$ cat config.mk
export PLATFORM = sky130hd
export DESIGN_NAME = ep0_ctrl_stage
export DESIGN_NICKNAME = d
export VERILOG_FILES = /design/src/rtl/ep0_stage_pkg.sv /design/src/rtl/ep0_stage_fsm.sv /design/src/rtl/ep0_status_gate.sv /design/src/rtl/ep0_resp_buf.sv /design/src/rtl/ep0_ctrl_stage.sv
export SDC_FILE = /design/constraint.sdc
export NUM_CORES = 1
export LEC_CHECK = 0
export BUFFER_PORTS_ARGS = -buffer_cell sky130_fd_sc_hd__buf_4
export CAP_MARGIN = 20
export CORE_MARGIN = 1.5
export CORE_UTILIZATION = 35
export CTS_BUF_LIST = sky130_fd_sc_hd__clkbuf_16
export DETAILED_ROUTE_END_ITERATION = 10
export PLACE_DENSITY_LB_ADDON = 0.1
export SLEW_MARGIN = 20
export SYNTH_ARGS = -nofsm -noshare
export SYNTH_HDL_FRONTEND = slang
export SYNTH_SLANG_ARGS = --single-unit
export TNS_END_PERCENT = 5
$ cat constraint.sdc
create_clock -name clk_i -period 5.1 [get_ports clk_i]
set_input_delay 1.02 -clock clk_i [delete_from_list [all_inputs] [get_ports clk_i]]
set_output_delay 1.02 -clock clk_i [all_outputs]
set_load 0.01 [all_outputs]
$ cat src/rtl/ep0_stage_pkg.sv
package ep0_stage_pkg;
  typedef enum logic [2:0] {
    ST_SETUP  = 3'd1,
    ST_TX     = 3'd2,
    ST_RX     = 3'd3,
    ST_TX_END = 3'd4,
    ST_STALL  = 3'd5
  } ep0_stage_e;
endpackage

$ cat src/rtl/ep0_stage_fsm.sv
module ep0_stage_fsm
  import ep0_stage_pkg::*;
#(
  parameter int LEN_W = 16,
  parameter int MPS   = 64,
  parameter int PKT_W = 7
) (
  input  logic             clk_i,
  input  logic             rst_ni,
  input  logic             setup_i,
  input  logic             dir_in_i,
  input  logic [LEN_W-1:0] len_i,
  input  logic             in_done_i,
  input  logic             out_rx_i,
  input  logic [PKT_W-1:0] pkt_len_i,
  input  logic             tx_cmpl_i,
  input  logic             stall_req_i,
  output ep0_stage_e       stage_o,
  output logic             done_o
);
  localparam int SUM_W = LEN_W + 1;

  ep0_stage_e       state_q, state_d;
  logic [LEN_W-1:0] cnt_q, cnt_d, len_q, len_d;
  logic [SUM_W-1:0] sum;
  logic             last_pkt;

  always_comb begin
    sum      = {1'b0, cnt_q} + SUM_W'(pkt_len_i);
    last_pkt = (sum >= {1'b0, len_q}) || (pkt_len_i < PKT_W'(MPS));
    state_d  = state_q;
    cnt_d    = cnt_q;
    len_d    = len_q;
    done_o   = 1'b0;
    if (stall_req_i) begin
      state_d = ST_STALL;
    end else if (setup_i) begin
      len_d = len_i;
      cnt_d = '0;
      if (len_i == '0) begin
        state_d = ST_SETUP;
        done_o  = 1'b1;
      end else begin
        state_d = dir_in_i ? ST_TX : ST_RX;
      end
    end else begin
      unique case (state_q)
        ST_TX: if (in_done_i) begin
          cnt_d = sum[LEN_W-1:0];
          if (last_pkt) state_d = ST_TX_END;
        end
        ST_RX: if (out_rx_i) begin
          cnt_d = sum[LEN_W-1:0];
          if (last_pkt) begin
            state_d = ST_SETUP;
            done_o  = 1'b1;
          end
        end
        ST_TX_END: if (tx_cmpl_i) begin
          state_d = ST_SETUP;
          done_o  = 1'b1;
        end
        default: ;
      endcase
    end
  end

  always_ff @(posedge clk_i or negedge rst_ni) begin
    if (!rst_ni) begin
      state_q <= ST_SETUP;
      cnt_q   <= '0;
      len_q   <= '0;
    end else begin
      state_q <= state_d;
      cnt_q   <= cnt_d;
      len_q   <= len_d;
    end
  end

  assign stage_o = state_q;
endmodule

$ cat src/rtl/ep0_status_gate.sv
module ep0_status_gate (
  input  logic clk_i,
  input  logic rst_ni,
  input  logic done_i,
  input  logic setup_i,
  input  logic stall_i,
  input  logic delay_set_i,
  input  logic delay_clr_i,
  output logic status_o
);
  logic delay_q, pend_q, status_q;
  logic hold, release_ok, fire;

  always_comb begin
    hold       = delay_set_i | (delay_q & ~delay_clr_i & ~setup_i);
    // a held status survives only while no new request or stall intervenes
    release_ok = pend_q & delay_q & delay_clr_i & ~setup_i & ~stall_i & ~delay_set_i;
    fire       = (done_i & ~hold) | release_ok;
  end

  always_ff @(posedge clk_i or negedge rst_ni) begin
    if (!rst_ni) begin
      delay_q  <= 1'b0;
      pend_q   <= 1'b0;
      status_q <= 1'b0;
    end else begin
      delay_q  <= hold & ~stall_i;
      status_q <= fire;
      if (stall_i)                pend_q <= 1'b0;
      else if (done_i && hold)    pend_q <= 1'b1;
      else if (setup_i || release_ok) pend_q <= 1'b0;
    end
  end

  assign status_o = status_q;
endmodule

$ cat src/rtl/ep0_resp_buf.sv
module ep0_resp_buf #(
  parameter int DEPTH = 6,
  parameter int DW    = 8,
  parameter int IDX_W = 3
) (
  input  logic             clk_i,
  input  logic             rst_ni,
  input  logic             wr_i,
  input  logic [IDX_W-1:0] wr_idx_i,
  input  logic [DW-1:0]    wr_data_i,
  input  logic [IDX_W-1:0] rd_idx_i,
  output logic [DW-1:0]    rd_data_o
);
  logic [DW-1:0] mem_q [DEPTH];

  for (genvar g = 0; g < DEPTH; g++) begin : g_ent
    always_ff @(posedge clk_i or negedge rst_ni) begin
      if (!rst_ni)                                     mem_q[g] <= '0;
      else if (wr_i && (wr_idx_i == IDX_W'(g)))        mem_q[g] <= wr_data_i;
    end
  end

  always_comb begin
    rd_data_o = '0;
    for (int i = 0; i < DEPTH; i++)
      if (rd_idx_i == IDX_W'(i)) rd_data_o = mem_q[i];
  end
endmodule

$ cat src/rtl/ep0_ctrl_stage.sv
module ep0_ctrl_stage
  import ep0_stage_pkg::*;
#(
  parameter  int LEN_W     = 16,
  parameter  int MPS       = 64,
  parameter  int BUF_DEPTH = 6,
  localparam int PKT_W     = $clog2(MPS + 1),
  localparam int BUF_IDX_W = $clog2(BUF_DEPTH)
) (
  input  logic                 clk_i,
  input  logic                 rst_ni,
  input  logic                 setup_i,
  input  logic                 dir_in_i,
  input  logic [LEN_W-1:0]     len_i,
  input  logic                 in_done_i,
  input  logic                 out_rx_i,
  input  logic [PKT_W-1:0]     pkt_len_i,
  input  logic                 tx_cmpl_i,
  input  logic                 stall_req_i,
  input  logic                 delay_set_i,
  input  logic                 delay_clr_i,
  input  logic                 buf_wr_i,
  input  logic [BUF_IDX_W-1:0] buf_wr_idx_i,
  input  logic [7:0]           buf_wr_data_i,
  input  logic [BUF_IDX_W-1:0] buf_rd_idx_i,
  output logic [7:0]           buf_rd_data_o,
  output logic [2:0]           stage_o,
  output logic                 stall_o,
  output logic                 status_o
);
  ep0_stage_e stage;
  logic       done;

  ep0_stage_fsm #(.LEN_W(LEN_W), .MPS(MPS), .PKT_W(PKT_W)) u_fsm (
    .clk_i, .rst_ni, .setup_i, .dir_in_i, .len_i, .in_done_i, .out_rx_i,
    .pkt_len_i, .tx_cmpl_i, .stall_req_i,
    .stage_o (stage),
    .done_o  (done)
  );

  ep0_status_gate u_gate (
    .clk_i, .rst_ni,
    .done_i      (done),
    .setup_i,
    .stall_i     (stall_req_i),
    .delay_set_i, .delay_clr_i,
    .status_o
  );

  ep0_resp_buf #(.DEPTH(BUF_DEPTH), .DW(8), .IDX_W(BUF_IDX_W)) u_buf (
    .clk_i, .rst_ni,
    .wr_i      (buf_wr_i),
    .wr_idx_i  (buf_wr_idx_i),
    .wr_data_i (buf_wr_data_i),
    .rd_idx_i  (buf_rd_idx_i),
    .rd_data_o (buf_rd_data_o)
  );

  assign stage_o = stage;
  assign stall_o = (stage == ST_STALL);
endmodule

# Yosys cells after proc, flatten, opt, wreduce, memory -nomap -nowiden
# Cells that the tools add are included.
# classes
bitwise	16
mux	30
n_lt_le_gt_ge	2
reduce_logical	18
add_sub_neg	1
n_eq_ne	21
# ops
op	count
16-bit two-way mux	3
8-bit two-way mux	6
16-bit case mux with 2 select lines	1
3-bit two-way mux	8
3-bit by 2-bit == test with 1-bit output, second input constant	6
3-bit == test, second input constant	6
16-bit by 7-bit adder with 17-bit output	1
17-bit by 16-bit >= comparator with 1-bit output	1
16-bit zero test	1
4-bit inequality test, second input constant	3
1-bit two-way mux	10
1-bit AND	9
3-bit case mux with 3 select lines	1
4-bit by 3-bit inequality test with 1-bit output, second input constant	2
1-bit logical AND	7
7-bit less-than comparator, second input constant	1
3-bit by 1-bit == test with 1-bit output, second input constant	2
3-bit zero test	2
3-bit inequality test, second input constant	2
6-bit AND reduction	1
3-bit nonzero test	2
1-bit inverter	5
5-bit nonzero test	1
4-bit AND reduction	1
other kinds (4)	6
# word_totals
register_bits	86
in_bits	48

# Logic depth before layout (Yosys ltp)
# Gate-level depths: netlist (run 1).
# depth
ltp_word	11
mapped_depth	17

# Cells and area by module
# A second synthesis (run 1) with hierarchy kept.
# unflattened
hier_cells	425
area_unflattened_um2	4912.2
# modules_own_cells
mod	area_each_um2	cells_each	seq_area_each_um2	instances
ep0_stage_fsm	2524.9	256	877.1	1
ep0_resp_buf	2242.2	154	1201.2	1
ep0_status_gate	136.4	14	75.1	1
ep0_ctrl_stage	8.8	1	0.0	1

# Worst setup path after synthesis (run 1)
# Ideal clock, no wire load.
# synth_path
kind	input-to-reg
startpoint	input pkt_len_i[3]
endpoint	register u_fsm.state_q[0], in the netlist u_fsm.stage_o[0]
setup_time_ns	0.082
setup_slack_ns	0.826
n_path_buf	1
path_stages	16
required_ns	5.018
arrival_time_ns	4.192
path_cell_list	ha_1 a21oi_1 nor2b_1 or3_1 and4_1 clkbuf_1 nand2_1 xnor2_1 ha_1 a21oi_1 o21ai_0 nor3b_1 nand3_1 a31o_4 a2111oi_4 mux2_4
# synth_via
elab_chain_cells	5
elab_cells_between_ends	7
# synth_rtl
element	line_no	rtl
start: declaration	ep0_ctrl_stage.sv:17	input logic [PKT_W-1:0] pkt_len_i,
16-bit by 7-bit adder with 17-bit output	ep0_stage_fsm.sv:29	sum = {1'b0, cnt_q} + SUM_W'(pkt_len_i);
17-bit by 16-bit >= comparator with 1-bit output	ep0_stage_fsm.sv:30	last_pkt = (sum >= {1'b0, len_q}) || (pkt_len_i < PKT_W'(MPS));
1-bit logical OR *	ep0_stage_fsm.sv:30	
4-bit by 3-bit inequality test with 1-bit output (no source line)	--	
6-bit AND reduction (no source line) *	--	
end signal: assignment	ep0_stage_fsm.sv:74	state_q <= state_d;
end: declaration	ep0_stage_fsm.sv:23	ep0_stage_e state_q, state_d;
# Every way passes the cells marked *; elsewhere a longest branch is shown, timed or not.
# A chain may end at the register's enable or synchronous reset.

# Final worst setup path (run 1)
# layout_path
startpoint	input pkt_len_i[0]
endpoint	register u_fsm.state_q[0], in the netlist u_fsm.stage_o[0]
# Same word-level chain as after synthesis.

==> results.yml, run 1 <==
die:
  std_cell_rows: 42
  dieArea_um2: 14100
  core_area_um2: 13100
  die_h_um: 119
  die_w_um: 119
  floorplan.initialDensity_pct: 35.7
  ios: 61
setup_path:
  cp-end-kind: "register"
  critPathCapture: "u_fsm.stage_o[0]$_DFFE_PN1P_"
  required_ns: 5.38
  r2r_cells: 17
  cp_max_fo: 4
  r2r_slack_ns: 1.23
  cp-start-kind: "input pin"
  worstSetupPathType: "in -> reg"
  rr_startpoint: "u_fsm.cnt_q[0]$_DFFE_PN0P_"
  arrival_ns: 4.55
  worst_r2r_endpoint: "u_fsm.stage_o[0]$_DFFE_PN1P_"
  cp-startpoint: "pkt_len_i[0]"
drt:
  first_pass_iters: 4
  drtIter0Drc: 182
  routed_wl_um: 10700
  wl_per_cell_um: 16.2
  vias_per_cell: 5.08
  num_vias: 3353
  ant_nets: 0
  drc: 0
yosys:
  synth_seq_cells: 86
  yosysWarnings: 0
  synthTopCellsByArea: "dfrtp_1, mux2_2, ha_1"
  ys.flop_type: "dfrtp_1"
  ys_seq_area_share_pct: 45.9
  synth_cells: 418
  netlist_area_um2: 4690
  ys_types: 51
  synth_common_cells: "dfrtp_1, mux2_2, nand2_1, inv_1"
  postSynthAreaPerCell_um2: 11.2
  synth-edff-count: 0
  async_flop_share_pct: 100
  synth_top_area_share_pct: 45.3
  yosys.area.top_type: "dfrtp_1"
  yosysMostFrequentCell: "dfrtp_1"
  syn-num-nets: 490
global_routing:
  grt_pass1_vias: 3457
  grt_pass1_wl_um: 17900
  antenna_found_initial: 0
  grt-ovfl-total: 0
  grt_max_degree: 45
  grt_util_all_layers_pct: 16.3
sta:
  fin_crit_sh_pct: 83.7
  finalHoldViolations: 0
  holdWs_ns: 0.483
  worst-slew-pin-transition_ns: 0.914
  worst_clock_skew_ns: 0.00645
  fin_crit_ns: 4.27
  rsz0062_at_grt: "no"
  slew_headroom_pct: 38.7
  fmax_ghz: 0.234
  fin_tns_setup_ns: 0
  drv_slew: 0
  setup_violations: 0
finish:
  multiInputGateArea_um2: 2390
  regArea_um2: 2150
  layout-drive-gt1-share_pct: 32.6
  syn_to_final_growth_pct: 19.9
  fin_nets: 551
  fillCellCount: 1308
  diodes: 0
  fin_cells: 660
clocking:
  clk_latency_ns: 0.35
  cts.path.max_buffers: 2
  ctsHoldBuffers: 0
  cts.sink_count: 86
  cts_buffers: 9
  path_clk_slew_ns: 0.06
  cts_setup_buffers: 0
  clock-root-buffer: "clkbuf_16"
  cts_resized: 0
  htree_levels: 3
  cts_tree: "done"
pwr:
  p_total_mw: 1.87
  power_density_nw_per_um2: 332
  leakagePower_nw: 2.62
  max-vdd-ir-drop_v: 0.000213
worst_hold_path:
  hp-class: "reg -> reg"
  worstHoldPathCells: 2
run:
  max_cap_viol_count: 0
placed_design:
  routabilityCongestion: 0.795
  portBuffers: 60
  place_hpwl_um: 7510
  dp.cells: 644
status:
  status: "finished, final reports clean"
[stage by stage]
| stage | util (%) | cell area, µm² | worst slack, ns |
|---|---|---|---|
| after CTS | 42.8 | 5620 | 0.843 |
| after global routing | 42.8 | 5620 | 0.623 |
| after detailed placement | 40.7 | 5350 | 0.462 |
| final | 42.8 | 5620 | 0.830 |
| after global placement | 40.7 | 5350 | 0.518 |
| after floorplan | - | 4690 | 0.826 |
[critical path: stages]
cell,delay (ns)
buf_4,0.08
ha_1,0.15
inv_1,0.05
fa_1,0.39
nand2b_1,0.19
a21oi_2,0.15
o21a_1,0.19
o211a_4,0.19
nand2_1,0.07
xnor2_1,0.21
ha_1,0.28
a21o_1,0.16
a21oi_1,0.18
a2bb2oi_1,0.17
nand3_1,0.10
a31o_4,0.24
a2111oi_4,0.39
mux2_4,0.33
[flip-flops by register name, indices dropped and copies added (netlist names)]
signal and flops:
u_buf.mem_q 48, u_fsm.cnt_q 16, u_fsm.len_q 16, u_fsm.stage_o 3, u_gate.delay_q 1, u_gate.pend_q 1
u_gate.status_o 1
[power by group]
| group | internal (mW) | switching (mW) | leakage [nW] |
|---|---|---|---|
| Combinational | 0.213 | 0.190 | 1.43 |
| Sequential | 0.796 | 0.0565 | 1.06 |
| Clock | 0.331 | 0.282 | 0.130 |
| Total | 1.34 | 0.529 | 2.62 |
[placed cells by master (no fill, tap or decap), drive strengths merged, types with 4 or more instances in the layout]
cell / count
a22o: 7
nand2: 29
nor2b: 5
dfrtp: 85
o21ai: 15
nor2: 21
mux2: 65
ha: 23
xnor2: 11
nand2b: 6
inv: 27
nand3: 6
o221ai: 8
mux2i: 18
o31ai: 7
buf: 66
nor3: 4
and4: 4
a21o: 4
clkbuf: 9
a21oi: 24
nor4: 5
[cells by family (layout without fill, tap and decap cells)]
logic type,Yosys count,after routing,synth area share (%)
adder cells (fa/ha/maj),24,24,6.56
AND/OR/NAND/NOR,96,96,10.7
buffers and inverters,40,106,3.23
AO/OA/AOI/OAI,76,76,11.7
flip-flops,86,86,45.9
XOR/XNOR,13,13,2.43
multiplexers,83,83,19.5
[per-layer routing]
| metal | GRT usage [%] | vias to the layer above | wire length (µm) |
|---|---|---|---|
| li1 | - | 1635 | - |
| met5 | 0 | - | 0 |
| met4 | 4.37 | 0 | 84 |
| met1 | 20.7 | 1651 | 5030 |
| met3 | 4.92 | 6 | 435 |
| met2 | 27.1 | 61 | 5130 |
[cell type report]
cell class	count	share of cell area, %
Sequential cell	86	38.3
Multi-Input combinational cell	292	42.5
Inverter	24	1.60
Tap cell	176	3.92
Timing Repair Buffer	66	8.81
Clock buffer	9	4.00
Clock inverter	7	0.868
[worst min path at each step]
stage / from / to / slack [ns]
2_1_floorplan: u_fsm.cnt_q[0]$_DFFE_PN0P_ / u_fsm.cnt_q[0]$_DFFE_PN0P_ / 0.45
3_3_place_gp: u_fsm.cnt_q[2]$_DFFE_PN0P_ / u_fsm.cnt_q[2]$_DFFE_PN0P_ / 0.47
3_5_place_dp: u_fsm.cnt_q[2]$_DFFE_PN0P_ / u_fsm.cnt_q[2]$_DFFE_PN0P_ / 0.47
4_1_cts: u_fsm.cnt_q[2]$_DFFE_PN0P_ / u_fsm.cnt_q[2]$_DFFE_PN0P_ / 0.49
5_1_grt: u_fsm.cnt_q[0]$_DFFE_PN0P_ / u_fsm.cnt_q[0]$_DFFE_PN0P_ / 0.51
6_report: u_fsm.cnt_q[2]$_DFFE_PN0P_ / u_fsm.cnt_q[2]$_DFFE_PN0P_ / 0.48
(Power assumes the default switching activity.)
==> inputs of run 2 (changes only) <==
==> constraint.sdc (replaced) <==
create_clock -name clk_i -period 4.1 [get_ports clk_i]
set_input_delay 0.82 -clock clk_i [delete_from_list [all_inputs] [get_ports clk_i]]
set_output_delay 0.82 -clock clk_i [all_outputs]
set_load 0.01 [all_outputs]
==> results.yml, run 2 (synthesis gave the netlist of run 1 again) <==
sta:
  fmax_ghz: 0.254
  fin_crit_ns: 3.94
  rsz0062_at_grt: "yes"
  worst_clock_skew_ns: 0.00568
  finalHoldViolations: 0
  drv_slew: 0
  slew_headroom_pct: 37.2
  setup_violations: 0
  worst-slew-pin-transition_ns: 0.942
  postLayoutSetupSlackWorst_ns: 0.163
  fin_crit_sh_pct: 96.0
clocking:
  clk_latency_ns: 0.34
  clock-root-buffer: "clkbuf_16"
  cts.sink_count: 86
  cts_buffers: 9
  cts.path.max_buffers: 2
  path_clk_slew_ns: 0.07
  cts_tree: "done"
  ctsHoldBuffers: 0
  htree_levels: 3
run:
  max_cap_viol_count: 0
global_routing:
  antenna_found_initial: 0
  grt-ovfl-total: 0
  grt_util_all_layers_pct: 16.5
  grt_pass1_wl_um: 18100
  grt_pass1_vias: 3585
  grt_max_degree: 74
finish:
  top_regs: "u_buf.mem_q: 48 flops, u_fsm.cnt_q: 16 flops, u_fsm.len_q: 16 flops"
  largest_reg_flops: 48
  fin_area_um2: 5940
  largest_register: "u_buf.mem_q"
  syn_to_final_growth_pct: 26.7
  multiInputGateArea_um2: 2490
  regArea_um2: 2150
  mostFrequentLayoutCell: "buf_4"
  layout-drive-gt1-share_pct: 38.5
  fin_nets: 576
  layout_common_cells: "buf_4, dfrtp_1, mux2_2, nand2_1, inv_1"
  fillCellCount: 1269
  diodes: 0
placed_design:
  portBuffers: 60
  place_area_um2: 5520
  place_hpwl_um: 7670
  place_ws_ns: -0.301
  routabilityCongestion: 0.824
pwr:
  max-vdd-ir-drop_v: 0.000301
  power_density_nw_per_um2: 410
  leakagePower_nw: 2.81
  p_total_mw: 2.44
drt:
  drtIter0Drc: 94
  ant_nets: 0
  vias_per_cell: 4.96
  first_pass_iters: 4
  routed_wl_um: 10900
  drc: 0
  num_vias: 3395
  wl_per_cell_um: 15.9
die:
  std_cell_rows: 42
  ios: 61
  die_h_um: 119
  die_w_um: 119
  core_area_um2: 13100
  floorplan.initialDensity_pct: 35.7
  dieArea_um2: 14100
setup_path:
  required_ns: 4.37
  cp-start-kind: "input pin"
  cp_max_fo: 4
  worstSetupPathType: "in -> reg"
  cp-end-kind: "register"
  arrival_ns: 4.20
status:
  status: "finished, final reports clean"
worst_hold_path:
  hp-class: "reg -> reg"
==> run 2: layout make-up <==
class	count	area share, %
Tap cell	176	3.71
Clock inverter	7	1.35
Multi-Input combinational cell	292	41.9
Inverter	24	1.52
Clock buffer	9	3.79
Sequential cell	86	36.2
Timing Repair Buffer	91	11.6
==> run 2: final timing paths <==
kind                                             from                           end  slack (ns)  cells after the start
max                                      pkt_len_i[0]  u_fsm.stage_o[2]$_DFFE_PN0P_        0.16                     19
min                        u_fsm.cnt_q[2]$_DFFE_PN0P_    u_fsm.cnt_q[2]$_DFFE_PN0P_        0.49                      2
max reg2reg                u_fsm.cnt_q[0]$_DFFE_PN0P_  u_fsm.stage_o[2]$_DFFE_PN0P_        0.29                     18
min reg2reg                u_fsm.cnt_q[2]$_DFFE_PN0P_    u_fsm.cnt_q[2]$_DFFE_PN0P_        0.49                      2
max in group asynchronous                      rst_ni  u_fsm.stage_o[0]$_DFFE_PN1P_        2.63                      2
min in group asynchronous                      rst_ni   u_buf.mem_q[43]$_DFFE_PN0P_        0.62                      1
==> run 2: stage by stage <==
step           hold WS (ns)  util [%]  cells  setup TNS, ns
6_report              0.488      45.2    685              0
5_1_grt               0.519      45.2    685        -0.0585
2_1_floorplan         0.453         -    418              0
3_5_place_dp          0.475      42.0    667         -0.948
3_3_place_gp          0.466      42.0    667         -0.432
4_1_cts               0.491      44.4    683              0
==> run 2: where the power goes <==
group          internal, mW  switching, mW  total, mW
Sequential            0.989         0.0710       1.06
Clock                 0.481          0.363      0.844
Combinational         0.287          0.247      0.534
==> run 2: timing repair <==
item	CTS	global route
endpoints found under the hold margin	0	0
gates resized for setup	0	20
buffers inserted	0	2
endpoints found under the setup margin	0	3
==> run 2: layer usage <==
metal / global-route usage (%) / vias up / part of all wire (%)
met5: 0 / - / 0
met4: 4.82 / 0 / 1.4
met3: 3.57 / 11 / 3.2
met2: 27.7 / 57 / 48
met1: 21.3 / 1641 / 47
li1: - / 1686 / -
==> run 2: worst max-delay path, cell delays in order <==
cell,delay [ns]
buf_6,0.07
ha_4,0.12
inv_2,0.03
fa_2,0.35
nand2b_4,0.16
a21oi_4,0.15
o21a_1,0.18
o211a_4,0.23
nand2_4,0.06
xnor2_2,0.16
ha_1,0.31
a21o_1,0.19
a21oi_2,0.12
a2bb2oi_1,0.16
nand3_1,0.11
a31o_4,0.24
a2111oi_4,0.38
buf_4,0.18
mux2i_1,0.18
